`src/rtl/pirq_pkg.sv`:
```
package pirq_pkg;
  typedef enum logic [2:0] {
    OP_ENABLE  = 3'd0,
    OP_SET     = 3'd1,
    OP_CLEAR   = 3'd2,
    OP_EDGESEL = 3'd3,
    OP_NEST    = 3'd4,
    OP_VECTOR  = 3'd5
  } cfg_op_e;
endpackage

```
`src/rtl/pirq_src_cell.sv`:
```
// One source: optional synchronizer, edge detect and the pending bit.
module pirq_src_cell #(
  parameter bit SYNC = 1'b1
) (
  input  logic clk,
  input  logic rst,
  input  logic raw,
  input  logic edge_mode,
  input  logic sw_set,
  input  logic sw_clr,
  input  logic ack,
  output logic pend
);
  logic s_now, s_old, rise, fall, nxt;

  generate
    if (SYNC) begin : g_sync
      logic meta;
      always_ff @(posedge clk) begin
        if (rst) begin
          meta  <= 1'b0;
          s_now <= 1'b0;
        end else begin
          meta  <= raw;
          s_now <= meta;
        end
      end
    end else begin : g_direct
      assign s_now = raw;
    end
  endgenerate

  always_ff @(posedge clk) begin
    if (rst) s_old <= 1'b0;
    else     s_old <= s_now;
  end

  assign rise = s_now & ~s_old;
  assign fall = s_old & ~s_now;

  always_comb begin
    if (edge_mode) nxt = rise | sw_set | (pend & ~sw_clr & ~ack);
    else           nxt = s_now | sw_set | (pend & ~sw_clr & ~ack & ~fall);
  end

  always_ff @(posedge clk) begin
    if (rst) pend <= 1'b0;
    else     pend <= nxt;
  end
endmodule

```
`src/rtl/pirq_prio.sv`:
```
// Fixed-priority pick: lowest set index wins.
module pirq_prio #(
  parameter int N = 16,
  localparam int IDW = $clog2(N)
) (
  input  logic [N-1:0]   req,
  output logic           found,
  output logic [IDW-1:0] idx
);
  always_comb begin
    found = 1'b0;
    idx   = '0;
    for (int i = N - 1; i >= 0; i--) begin
      if (req[i]) begin
        found = 1'b1;
        idx   = IDW'(i);
      end
    end
  end
endmodule

```
`src/rtl/pirq_stack.sv`:
```
// Stack of ids in service; the top is the current priority level.
module pirq_stack #(
  parameter int DEPTH = 16,
  parameter int IDW   = 4,
  localparam int AW   = (DEPTH > 1) ? $clog2(DEPTH) : 1,
  localparam int DW   = $clog2(DEPTH + 1)
) (
  input  logic           clk,
  input  logic           rst,
  input  logic           push,
  input  logic           pop,
  input  logic [IDW-1:0] push_id,
  output logic           top_valid,
  output logic [IDW-1:0] top_id,
  output logic [DW-1:0]  level
);
  logic [IDW-1:0] mem [DEPTH];
  logic [DW-1:0]  sp;
  logic [DW-1:0]  sp_m1;

  assign sp_m1 = sp - DW'(1);

  always_ff @(posedge clk) begin
    if (rst) begin
      sp <= '0;
    end else if (push && sp != DW'(DEPTH)) begin
      sp <= sp + DW'(1);
    end else if (pop && sp != '0) begin
      sp <= sp_m1;
    end
  end

  always_ff @(posedge clk) begin
    if (push) mem[sp[AW-1:0]] <= push_id;
  end

  assign top_valid = (sp != '0);
  assign top_id    = top_valid ? mem[sp_m1[AW-1:0]] : '0;
  assign level     = sp;
endmodule

```
`src/rtl/pirq_controller.sv`:
```
module pirq_controller #(
  parameter int          NEXC          = 4,
  parameter int          NHW           = 12,
  parameter int          NEXT          = 4,
  parameter int          VW            = 32,
  parameter logic [11:0] HW_EDGE_FIXED = 12'hFF0
) (
  input  logic                             clk,
  input  logic                             rst,
  input  logic [NHW-1:0]                   hw_irq,
  input  logic [NEXC-1:0]                  exc_req,
  input  logic                             cfg_we,
  input  logic [2:0]                       cfg_op,
  input  logic [$clog2(NEXC+NHW)-1:0]      cfg_idx,
  input  logic [VW-1:0]                    cfg_data,
  input  logic                             rti,
  output logic                             take_valid,
  output logic [$clog2(NEXC+NHW)-1:0]      take_id,
  output logic [VW-1:0]                    take_vector,
  output logic                             take_flush,
  output logic                             take_drain,
  output logic [NEXC+NHW-1:0]              pending,
  output logic                             insvc_valid,
  output logic [$clog2(NEXC+NHW)-1:0]      insvc_id,
  output logic [$clog2(NEXC+NHW+1)-1:0]    depth
);
  import pirq_pkg::*;

  localparam int N   = NEXC + NHW;
  localparam int IDW = $clog2(N);
  localparam int DW  = $clog2(N + 1);

  cfg_op_e        op;
  logic [NHW-1:0] enable_q;
  logic [NEXT-1:0] ext_edge_q;
  logic           nest_q;
  logic [VW-1:0]  vec_mem [N];

  logic [N-1:0]   sw_set, sw_clr, ack, eligible;
  logic           found, accept, is_exc;
  logic [IDW-1:0] win;

  assign op = cfg_op_e'(cfg_op);

  // Configuration registers
  always_ff @(posedge clk) begin
    if (rst) begin
      enable_q   <= '0;
      ext_edge_q <= '1;
      nest_q     <= 1'b1;
    end else if (cfg_we) begin
      case (op)
        OP_ENABLE:  enable_q   <= cfg_data[N-1:NEXC];
        OP_EDGESEL: ext_edge_q <= cfg_data[NEXT-1:0];
        OP_NEST:    nest_q     <= cfg_data[0];
        default: ;
      endcase
    end
  end

  // Vector words: write port and registered read, no reset
  always_ff @(posedge clk) begin
    if (cfg_we && op == OP_VECTOR) vec_mem[cfg_idx] <= cfg_data;
  end

  always_ff @(posedge clk) begin
    if (accept) take_vector <= vec_mem[win];
  end

  assign sw_set = (cfg_we && op == OP_SET)   ? cfg_data[N-1:0] : '0;
  assign sw_clr = (cfg_we && op == OP_CLEAR) ? cfg_data[N-1:0] : '0;

  // Per-source cells
  generate
    for (genvar g = 0; g < N; g++) begin : g_src
      if (g < NEXC) begin : g_exc
        pirq_src_cell #(.SYNC(1'b0)) u_cell (
          .clk(clk), .rst(rst), .raw(exc_req[g]), .edge_mode(1'b0),
          .sw_set(sw_set[g]), .sw_clr(sw_clr[g]), .ack(ack[g]),
          .pend(pending[g]));
      end else begin : g_hw
        logic mode;
        if (g - NEXC < NEXT) begin : g_prog
          assign mode = ext_edge_q[g-NEXC];
        end else begin : g_fixed
          assign mode = HW_EDGE_FIXED[g-NEXC];
        end
        pirq_src_cell #(.SYNC(1'b1)) u_cell (
          .clk(clk), .rst(rst), .raw(hw_irq[g-NEXC]), .edge_mode(mode),
          .sw_set(sw_set[g]), .sw_clr(sw_clr[g]), .ack(ack[g]),
          .pend(pending[g]));
      end
    end
  endgenerate

  assign eligible = pending & {enable_q, {NEXC{1'b1}}};

  pirq_prio #(.N(N)) u_prio (
    .req(eligible), .found(found), .idx(win));

  assign is_exc = (win < IDW'(NEXC));

  always_comb begin
    accept = 1'b0;
    if (found && !rti) begin
      if (!insvc_valid)                             accept = 1'b1;
      else if (win < insvc_id && (nest_q || is_exc)) accept = 1'b1;
    end
  end

  assign ack = accept ? (N'(1) << win) : '0;

  pirq_stack #(.DEPTH(N), .IDW(IDW)) u_stack (
    .clk(clk), .rst(rst), .push(accept), .pop(rti), .push_id(win),
    .top_valid(insvc_valid), .top_id(insvc_id), .level(depth));

  // Registered take interface
  always_ff @(posedge clk) begin
    if (rst) begin
      take_valid <= 1'b0;
      take_id    <= '0;
      take_flush <= 1'b0;
      take_drain <= 1'b0;
    end else begin
      take_valid <= accept;
      take_flush <= accept & is_exc;
      take_drain <= accept & ~is_exc;
      if (accept) take_id <= win;
    end
  end
endmodule

```
`config.mk`:
```
export PLATFORM = sky130hd
export DESIGN_NAME = pirq_controller
export DESIGN_NICKNAME = d
export VERILOG_FILES = /design/src/rtl/pirq_pkg.sv /design/src/rtl/pirq_src_cell.sv /design/src/rtl/pirq_prio.sv /design/src/rtl/pirq_stack.sv /design/src/rtl/pirq_controller.sv
export SDC_FILE = /design/constraint.sdc
export NUM_CORES = 1
export LEC_CHECK = 0
export BUFFER_PORTS_ARGS = -buffer_cell sky130_fd_sc_hd__clkbuf_2
export CORE_ASPECT_RATIO = 1.5
export CORE_MARGIN = 5
export CORE_UTILIZATION = 61
export DETAILED_ROUTE_END_ITERATION = 8
export PLACE_DENSITY = 0.79
export SLEW_MARGIN = 30
export SYNTH_ARGS = -nofsm -noshare
export SYNTH_HDL_FRONTEND = slang
export SYNTH_SLANG_ARGS = --single-unit
```
`constraint.sdc`:
```
create_clock -name clk -period 7.5 [get_ports clk]
set_clock_uncertainty 0.15 [all_clocks]
set_input_delay 0.75 -clock clk [delete_from_list [all_inputs] [get_ports clk]]
set_output_delay 0.75 -clock clk [all_outputs]
set_load 0.005 [all_outputs]
```
==> flow_summary.json, run 1 <==
{
  "fmax_mhz": 170,
  "antenna_cells": 0,
  "hold_viol": 0,
  "coreArea_sq_um": 44000,
  "critPathKind": "flip-flop to flip-flop",
  "viasPerCell": 6.37,
  "numCtsBuffers": 58,
  "cp.arrival_ps": 5970,
  "setup_viol_count_final": 0,
  "min_path_type": "input pin to flip-flop",
  "synth-edff-count": 608,
  "grt_pass1_vias": 16700,
  "rsz0062_at_grt": "false",
  "ys_async_sr_fraction": 0,
  "crit_path_end_kind": "flip-flop",
  "remaining_drc_errors": 0,
  "wl_per_cell_um": 25.1,
  "cts.sinks": 693,
  "antenna_found_initial": 1,
  "gr-usage-all-layers": 0.261,
  "wirelength_mm": 64.5,
  "synth_area_sq_um": 27100,
  "ys_ff_latch": 693,
  "use_met2": 0.452,
  "slew_violations": 0,
  "required_ps": 7600,
  "power_density_nw_per_um2": 302,
  "syn_nets": 1916,
  "vias": 16400,
  "routabilityCongestion": 0.857,
  "post_cts_resize_count": 0,
  "yosysUniqueCellTypes": 63,
  "die_h_um": 268,
  "syn2layout_area_growth_pct": 11.3,
  "syn_avg_cell_area_sq_um": 14.7,
  "synth_ff_type": "edfxtp_1",
  "post-route-period-util": 0.783,
  "grt_pass1_wl_mm": 97.3,
  "globalRouteMet3Util": 0.0447,
  "finalWorstSetupSlack_ps": 1630,
  "ys_seq_area_frac": 0.736,
  "cts_hold_buffers": 0,
  "portBuffers": 123,
  "dp_hpwl_mm": 34.9,
  "die_w_um": 182,
  "die_area_sq_um": 48800,
  "syn-instance-count": 1849,
  "place_ws_ps": 1550,
  "first_iter_violations": 2023,
  "worst_slew_pin_slew_ps": 1060,
  "rows": 94,
  "peakVddDrop_v": 0.000245,
  "clockBufferDepth": 3,
  "nets": 2017,
  "post_cts_buffers": 0,
  "fin_setup_tns_ps": 0,
  "p_leak_uw": 0.0101,
  "outcome": "finished clean",
  "dr.pass1.iters": 5,
  "top_usage_layer": "met2",
  "critPathMaxFanout": 46,
  "clkLatencyLatePin_ps": 620,
  "path_clk_slew_ps": 70,
  "fin_crit_ps": 5870,
  "slew_headroom": 0.288,
  "fin_total_pwr_uw": 9110,
  "drive_above_1_share": 0.164,
  "overflow": 0,
  "r2r_setup_slack_ps": 1630,
  "grt_max_degree": 130,
  "utilization": 0.686,
  "cts_root_buf": "clkbuf_16",
  "hold-worst-slack_ps": 186,
  "start_util": 0.616,
  "num_io_pins": 124,
  "ys_warn_count": 0,
  "worstSetupStartpointType": "flip-flop",
  "ant_nets": 0,
  "grt_use_met1": 0.330,
  "cts-htree-levels": 2,
  "tritoncts": "yes",
  "drv_cap": 0
}
-- metal layers --
layer | part of all wire | wire length, um
met1 | 0.36 | 23300
met2 | 0.51 | 33100
met3 | 0.083 | 5370
met4 | 0.042 | 2740
met5 | 0 | 0
-- critical path, cell delays in order (launching register included) --
cell      delay [ps]
dfxtp_1          470
inv_1            160
ha_1             790
mux4_2           410
mux2_2           290
o211ai_1         270
ha_1             300
a21oi_1          140
o21ai_0           80
and2_1           210
a311oi_1         590
o21ai_4          220
inv_4            600
nand2_1          310
nor3_1           500
-- cells in the mapped netlist (2+ instances only) --
library cell | instances | area share
a211o_1 | 6 | 0.0019
a211oi_1 | 36 | 0.010
a21oi_1 | 144 | 0.027
a221oi_1 | 35 | 0.011
a22o_1 | 3 | 0.00097
a22oi_1 | 5 | 0.0014
a31oi_1 | 4 | 0.00092
a32oi_1 | 32 | 0.010
and2_0 | 12 | 0.0028
and2_1 | 24 | 0.0055
and3_1 | 4 | 0.00092
buf_1 | 10 | 0.0014
buf_2 | 12 | 0.0022
buf_4 | 16 | 0.0044
buf_6 | 2 | 0.00083
clkbuf_1 | 77 | 0.011
dfxtp_1 | 85 | 0.063
edfxtp_1 | 608 | 0.67
ha_1 | 8 | 0.0037
inv_1 | 11 | 0.0015
mux2_2 | 36 | 0.015
mux2i_1 | 105 | 0.039
mux4_2 | 16 | 0.013
nand2_1 | 264 | 0.037
nand2b_1 | 14 | 0.0032
nand3_1 | 70 | 0.013
nand3b_1 | 2 | 0.00055
nand4b_1 | 2 | 0.00065
nor2_1 | 50 | 0.0069
nor2b_1 | 54 | 0.012
nor3_1 | 16 | 0.0030
o2111ai_1 | 5 | 0.0016
o211ai_1 | 9 | 0.0025
o21ai_0 | 36 | 0.0066
o21ai_1 | 5 | 0.00092
o311ai_0 | 2 | 0.00065
or3_1 | 2 | 0.00046
xnor2_2 | 2 | 0.0012
-- sequential cells by signal, indices dropped and copies added (netlist names), 4 cells and up --
signal / flops
g_src.g_exc.u_cell.pend: 4
u_stack.mem: 64
take_id: 4
g_src.g_hw.u_cell.g_sync.meta: 12
u_stack.level: 5
ext_edge_q: 4
take_vector: 32
g_src.g_hw.u_cell.s_old: 12
enable_q: 12
g_src.g_exc.u_cell.s_old: 4
g_src.g_hw.u_cell.s_now: 12
g_src.g_hw.u_cell.pend: 12
vec_mem: 512
-- power by group --
| part | leakage, uW | switching [uW] | internal (uW) |
|---|---|---|---|
| sequential | 0.00623 | 94.7 | 4440 |
| clock | 0.000878 | 1330 | 1580 |
| combinational | 0.00301 | 1070 | 590 |
| total | 0.0101 | 2500 | 6610 |
-- per-stage QoR --
step | std cells | instance area (sq um)
6_report | 2569 | 30200
2_1_floorplan | 1849 | 27100
3_3_place_gp | 2466 | 28400
5_1_grt | 2569 | 30200
4_1_cts | 2569 | 30200
3_5_place_dp | 2466 | 28400
-- layout by cell type (no fill, tap or decap), types with 12 or more instances in the layout --
master       n
a211oi_1    36
buf_4       34
mux2i_1    105
nor2_4      12
edfxtp_1   608
a21oi_1    142
o21ai_0     36
and2_1      24
mux4_2      16
clkbuf_16   58
nand2_1    264
and2_0      12
nor2_1      37
nand2b_1    14
a221oi_1    35
mux2_2      36
nor2b_1     54
clkbuf_2   123
nand3_1     70
dfxtp_1     85
a32oi_1     32
clkbuf_1    16
-- cell families (layout without fill, tap and decap cells) --
logic type,after synthesis,after routing,synth area share
muxes,157,157,0.0670
adders and majority gates,8,8,0.00369
buffers and inverters,130,274,0.0214
DFF,693,693,0.736
and+or+nand+nor,521,521,0.0880
AOI/OAI and AO/OA,336,336,0.0815
xor gates and xnor gates,4,4,0.00185
-- path summary, 6_finish.rpt --
path                                     from                                 to  cells past startpoint
max                          u_stack.level[1]                  u_stack.mem[2][2]                     14
max reg2reg                  u_stack.level[1]                  u_stack.mem[2][2]                     14
min                                 hw_irq[6]  g_src[10].g_hw.u_cell.g_sync.meta                      2
min reg2reg  g_src[7].g_hw.u_cell.g_sync.meta         g_src[7].g_hw.u_cell.s_now                      1
-- cell type report --
class	count	area (sq um)
clock buffers	76	1540
clock inverters	27	272
fillers	2932	13800
inverters	12	50.0
multi-input cells	1026	6730
flip-flops and latches	693	20000
well taps	576	721
repair buffers	159	902
Power figures use the tool's default switching activity.
==> run 2: changes to the inputs <==
--- a/config.mk
+++ b/config.mk
@@ -8,9 +8,9 @@
 export BUFFER_PORTS_ARGS = -buffer_cell sky130_fd_sc_hd__clkbuf_2
 export CORE_ASPECT_RATIO = 1.5
 export CORE_MARGIN = 5
-export CORE_UTILIZATION = 61
+export CORE_UTILIZATION = 55
 export DETAILED_ROUTE_END_ITERATION = 8
-export PLACE_DENSITY = 0.79
+export PLACE_DENSITY = 0.75
 export SLEW_MARGIN = 30
 export SYNTH_ARGS = -nofsm -noshare
 export SYNTH_HDL_FRONTEND = slang
==> constraint.sdc (replaced) <==
create_clock -name clk -period 5.05 [get_ports clk]
set_clock_uncertainty 0.15 [all_clocks]
set_input_delay 0.505 -clock clk [delete_from_list [all_inputs] [get_ports clk]]
set_output_delay 0.505 -clock clk [all_outputs]
set_load 0.005 [all_outputs]
==> flow_summary.json, run 2 (synthesis gave the netlist of run 1 again) <==
{
  "place_ws_ps": 110,
  "path_clk_slew_ps": 70,
  "cts.sinks": 693,
  "layout_common_cells": "608 x edfxtp_1, 263 x nand2_1, 142 x a21oi_1",
  "remaining_drc_errors": 0,
  "worst_slew_pin_slew_ps": 1030,
  "rsz0062_at_grt": "true",
  "rows": 99,
  "largest_register_ffs": 512,
  "worstHoldPathCells": 1,
  "post-route-period-util": 0.954,
  "final_common_cell": "edfxtp_1",
  "grt_pass1_vias": 16600,
  "required_ps": 5150,
  "slew_headroom": 0.307,
  "syn2layout_area_growth_pct": 13.9,
  "post_cts_buffers": 0,
  "nets": 2041,
  "hold_path_end": "vec_mem[8][29]",
  "die_area_sq_um": 53900,
  "routabilityCongestion": 0.895,
  "fmax_mhz": 207,
  "tritoncts": "yes",
  "first_iter_violations": 1590,
  "r2r_setup_slack_ps": 230,
  "cts_root_buf": "clkbuf_16",
  "critPathMaxFanout": 15,
  "power_density_nw_per_um2": 457,
  "path_cells": "inv_1, ha_2, buf_4, mux4_2, mux2i_1, nand2_1, o211ai_1, ha_1, a21oi_1, o21ai_0, and2_1, a2111oi_4, o21ai_4, clkinv_2, nand2_1, nor3_2",
  "fin_setup_tns_ps": 0,
  "finalWorstSetupSlack_ps": 230,
  "dr.pass1.iters": 7,
  "crit_path_end_kind": "flip-flop",
  "slew_violations": 0,
  "vias": 16400,
  "wirelength_mm": 65.9,
  "cts-htree-levels": 2,
  "ant_nets": 0,
  "antenna_found_initial": 1,
  "portBuffers": 123,
  "crit_slowest_cell": "ha_2",
  "num_io_pins": 124,
  "setup_viol_count_final": 0,
  "worst_path_most_repeated_cell": "nand2_1",
  "min_path_type": "input pin to flip-flop",
  "worstSetupStartpointType": "flip-flop",
  "clkLatencyLatePin_ps": 620,
  "fin_crit_ps": 4820,
  "gr-usage-all-layers": 0.241,
  "grt_max_degree": 78,
  "coreArea_sq_um": 48700,
  "critPathKind": "flip-flop to flip-flop",
  "die_w_um": 191,
  "die_h_um": 282,
  "cp.arrival_ps": 4920,
  "numCtsBuffers": 58,
  "critical_path.max_stage_delay_ps": 490,
  "reg2regPathDepth": 16,
  "drive_above_1_share": 0.177,
  "clockBufferDepth": 3,
  "start_util": 0.557,
  "min-delay-start": "cfg_data[29]",
  "grt_pass1_wl_mm": 98.5,
  "top_register": "vec_mem",
  "num-fill-cells": 3491,
  "r2r_end": "u_stack.mem[0][2]",
  "p_leak_uw": 0.0104,
  "peakVddDrop_v": 0.000330,
  "dp_hpwl_mm": 37.6,
  "viasPerCell": 6.13,
  "wl_per_cell_um": 24.6,
  "overflow": 0,
  "outcome": "finished clean",
  "hold_viol": 0,
  "reg2reg_from": "u_stack.level[1]",
  "drv_cap": 0
}
run 2: worst max-delay path by stage:
| stage | startpoint | to | slack [ps] | depth (start not counted) |
|---|---|---|---|---|
| 2_1_floorplan | u_stack.level[0] | u_stack.mem[4][0] | 110 | 19 |
| 3_3_place_gp | u_stack.level[1] | u_stack.mem[6][1] | 350 | 16 |
| 3_5_place_dp | u_stack.level[1] | u_stack.mem[14][1] | 110 | 16 |
| 4_1_cts | u_stack.level[1] | u_stack.mem[6][2] | 100 | 16 |
| 5_1_grt | u_stack.level[1] | u_stack.mem[0][2] | -50 | 16 |
| 6_report | u_stack.level[1] | u_stack.mem[0][2] | 230 | 16 |
run 2: metrics by stage:
stage                     instances  cell area [sq um]  hold WS, ps  power (uW)  utilization
after detailed placement       2554              28600          274        9390        0.588
after CTS                      2679              30900         87.7       14200        0.634
after floorplan                1849              27100          264        8410            -
final                          2680              30900          127       14100        0.634
after global routing           2680              30900          125       14600        0.634
after global placement         2552              28600          267        9310        0.587
run 2: area by class of cell:
| type | instances | area [sq um] | area share |
|---|---|---|---|
| timing repair buffer | 183 | 1200 | 0.0388 |
| antenna | 1 | 2.50 | 0.0000810 |
| clock buffer | 62 | 1470 | 0.0475 |
| sequential | 693 | 20000 | 0.646 |
| tap | 656 | 821 | 0.0266 |
| multi-input combinational | 1026 | 6770 | 0.219 |
| clock inverter | 47 | 608 | 0.0197 |
| inverter | 12 | 48.8 | 0.00158 |
run 2: where the power goes:
part / leakage (uW) / switching [uW] / internal, uW
Clock: 0.000997 / 2020 / 2790
Combinational: 0.00315 / 1590 / 946
Sequential: 0.00623 / 165 / 6590
Total: 0.0104 / 3780 / 10300
run 2: what timing repair did:
action,in CTS,in global routing
endpoints found under the hold margin,17,0
resized for setup,0,8
endpoints found under the setup margin,0,64
hold buffers,16,0
run 2: worst max-delay path, delay by kind of cell, from the launching register on:
family | cells | cell delay (ps)
compound gates | 5 | 990
fa+ha+maj | 2 | 800
buf+inv | 3 | 660
flops | 1 | 460
mux | 2 | 540
simple gates | 4 | 860
run 2: per-layer routing:
layer	GRT usage	vias up	wire [um]
met1	0.303	8249	24200
met5	0	-	0
li1	-	7247	-
met4	0.0971	0	2760
met2	0.423	784	34100
met3	0.0357	154	4840
==> run 3: changes to the inputs <==
--- a/config.mk
+++ b/config.mk
@@ -5,12 +5,14 @@
 export SDC_FILE = /design/constraint.sdc
 export NUM_CORES = 1
 export LEC_CHECK = 0
+export ABC_AREA = 1
 export BUFFER_PORTS_ARGS = -buffer_cell sky130_fd_sc_hd__clkbuf_2
 export CORE_ASPECT_RATIO = 1.5
 export CORE_MARGIN = 5
 export CORE_UTILIZATION = 55
 export DETAILED_ROUTE_END_ITERATION = 8
 export PLACE_DENSITY = 0.75
+export SKIP_LAST_GASP = 1
 export SLEW_MARGIN = 30
 export SYNTH_ARGS = -nofsm -noshare
 export SYNTH_HDL_FRONTEND = slang
==> flow_summary.json, run 3 <==
{
  "p_comb_frac": 0.175,
  "fin_setup_tns_ps": 0,
  "clockBufferDepth": 3,
  "netlist_top_cells_count": "679 x nand2_1, 608 x edfxtp_1, 133 x nand3_1, 113 x a21oi_1, 110 x inv_1",
  "syn2layout_area_growth_pct": 12.6,
  "r2r_end": "take_vector[27]",
  "dp_hpwl_mm": 40.0,
  "crit_slowest_cell": "inv_1",
  "dp_cells": 2897,
  "syn_avg_cell_area_sq_um": 12.3,
  "hold_viol": 0,
  "setup_viol_count_final": 0,
  "worstHoldPathCells": 1,
  "num_io_pins": 124,
  "nets": 2385,
  "drv_cap": 0,
  "routabilityCongestion": 0.921,
  "critPathKind": "flip-flop to flip-flop",
  "synth_top_area_cell": "edfxtp_1",
  "wirelength_mm": 67.7,
  "synth.most_common_cell": "nand2_1",
  "synthTopCellsByArea": "edfxtp_1 68%, nand2_1 9.5%, dfxtp_1 6.3%",
  "syn-instance-count": 2192,
  "cts_root_buf": "clkbuf_16",
  "grt_pass1_vias": 17400,
  "grt_max_degree": 93,
  "ys_seq_area_frac": 0.743,
  "portBuffers": 123,
  "slew_headroom": 0.339,
  "coreArea_sq_um": 48600,
  "p_leak_uw": 0.0109,
  "r2r_setup_slack_ps": 400,
  "fin_total_pwr_uw": 13500,
  "synth-edff-count": 608,
  "dr.pass1.iters": 6,
  "start_util": 0.554,
  "internal-power_uw": 9750,
  "numCtsBuffers": 59,
  "drt-met1-wl_mm": 25.6,
  "cp.arrival_ps": 4740,
  "ys_async_sr_fraction": 0,
  "outcome": "finished clean",
  "clkLatencyLatePin_ps": 620,
  "worstSetupStartpointType": "flip-flop",
  "wl_per_cell_um": 22.4,
  "layout.cells.non_filler": 3021,
  "post-route-period-util": 0.921,
  "slew_violations": 0,
  "fin_crit_ps": 4650,
  "vias": 17500,
  "critPathMaxFanout": 27,
  "viasPerCell": 5.81,
  "final_common_cell": "nand2_1",
  "crit_path_end_kind": "flip-flop",
  "ys_warn_count": 0,
  "seqPwrFrac": 0.493,
  "largest_register_ffs": 512,
  "yosysUniqueCellTypes": 45,
  "die_area_sq_um": 53500,
  "grt_pass1_wl_mm": 101,
  "top_register": "vec_mem",
  "num-fill-cells": 3690,
  "rsz0062_at_grt": "false",
  "path_cells": "inv_1, ha_1, inv_1, a21oi_1, a22oi_1, a221o_1, nand3_1, ha_1, a211oi_1, nand2_1, nand2_2, nand2_4, inv_2, buf_4",
  "first_iter_violations": 1881,
  "tritoncts": "yes",
  "min-delay-start": "cfg_data[18]",
  "worst_slew_pin_slew_ps": 990,
  "fmax_mhz": 215,
  "rows": 99,
  "synth_ff_type": "edfxtp_1",
  "met3_length_mm": 4.62,
  "required_ps": 5130,
  "layout_common_cells": "679 x nand2_1, 608 x edfxtp_1, 133 x nand3_1",
  "peakVddDrop_v": 0.000329,
  "reg2regPathDepth": 14,
  "gr-usage-all-layers": 0.248,
  "ys_ff_latch": 693,
  "netSwitchingFraction": 0.277,
  "post_cts_buffers": 0,
  "hold_path_end": "vec_mem[1][18]",
  "die_w_um": 191,
  "clkPwrFrac": 0.332,
  "multi_input_area_sq_um": 5980,
  "routed-wl-met2_mm": 34.8,
  "overflow": 0,
  "remaining_drc_errors": 0,
  "seq_area_sq_um": 20000,
  "post_cts_resize_count": 0,
  "cts.sinks": 693,
  "cts-htree-levels": 2,
  "reg2reg_from": "u_stack.level[1]",
  "power_density_nw_per_um2": 445,
  "switchingPower_uw": 3730,
  "antenna_found_initial": 4,
  "synth_area_sq_um": 26900,
  "die_h_um": 281,
  "syn_nets": 2259,
  "min_path_type": "input pin to flip-flop",
  "drive_above_1_share": 0.124,
  "synth_top_area_share": 0.679,
  "ant_nets": 0,
  "path_clk_slew_ps": 70,
  "critical_path.max_stage_delay_ps": 570,
  "top_layer": "met5"
}
## run 3: cell count changes in the layout (fill, tap and decap cells not counted), sizes merged, moves of 37 or more
| cell | previous run | this run |
|---|---|---|
| nand2 | 265 | 686 |
| inv | 16 | 123 |
| mux2i | 105 | 0 |
| nand4 | 1 | 91 |
| nand3 | 70 | 135 |
| nor2b | 54 | 0 |
| nor2 | 50 | 92 |
| and2 | 37 | 0 |
## run 3: layout make-up
cell class | instances | area share
clock inverter | 38 | 0.0123
tap | 656 | 0.0271
inverter | 120 | 0.0154
clock buffer | 67 | 0.0498
antenna | 3 | 0.000248
sequential | 693 | 0.659
timing repair buffer | 182 | 0.0380
multi-input combinational | 1262 | 0.198
## run 3: power groups by stage
| stage | clock network (uW) | registers (uW) | logic (uW) |
|---|---|---|---|
| floorplan | 0 | 6720 | 1510 |
| global placement | 0 | 6770 | 2300 |
| detailed placement | 0 | 6760 | 2330 |
| CTS | 4500 | 6650 | 2360 |
| global route | 4750 | 6660 | 2600 |
| finish | 4470 | 6650 | 2360 |
## run 3: critical path, delay by kind of cell, from the launching register on
family                   cells  cell delay, ps
buffers and inverters        4            1680
AO/OA/AOI/OAI                4             770
adder cells (fa/ha/maj)      2             650
flip-flops                   1             410
AND/OR/NAND/NOR              4             580
## run 3: cells by family (layout without fill, tap and decap cells)
kind of cell | count (synthesis) | count (layout) | synth area share
AO/OA/AOI/OAI | 236 | 236 | 0.0526
XOR/XNOR | 6 | 6 | 0.00293
adder cells (fa/ha/maj) | 8 | 8 | 0.00372
buffers and inverters | 237 | 407 | 0.0396
flip-flops | 693 | 693 | 0.743
other | 0 | 3 | 0
AND/OR/NAND/NOR | 1012 | 1012 | 0.159
## run 3: layer usage
| metal | track usage | vias to the layer above |
|---|---|---|
| li1 | - | 7914 |
| met1 | 0.313 | 8630 |
| met2 | 0.435 | 821 |
| met3 | 0.0324 | 168 |
| met4 | 0.100 | 4 |
| met5 | 0 | - |
## run 3: repair_timing
| item | CTS | global route |
|---|---|---|
| hold buffers | 16 | 0 |
| endpoints found under the setup margin | 0 | 0 |
| endpoints found under the hold margin | 16 | 0 |
## run 3: how the worst max path moves through the flow
stage / start / endpoint / slack, ps / cells past startpoint
4_1_cts: u_stack.level[1] / take_vector[27] / 410 / 14
3_5_place_dp: u_stack.level[1] / take_vector[30] / 470 / 14
3_3_place_gp: u_stack.level[1] / take_vector[28] / 590 / 14
6_report: u_stack.level[1] / take_vector[27] / 400 / 14
5_1_grt: u_stack.level[1] / take_vector[27] / 90 / 14
2_1_floorplan: u_stack.level[0] / u_stack.mem[12][0] / 510 / 20
## run 3: per-stage QoR
step | hold WS (ps) | utilization | setup slack (ps) | area, sq um
2_1_floorplan | 238 | - | 505 | 26900
5_1_grt | 174 | 0.623 | 87.3 | 30300
3_5_place_dp | 249 | 0.581 | 471 | 28200
4_1_cts | 142 | 0.623 | 412 | 30300
6_report | 172 | 0.623 | 399 | 30300
3_3_place_gp | 245 | 0.580 | 588 | 28200
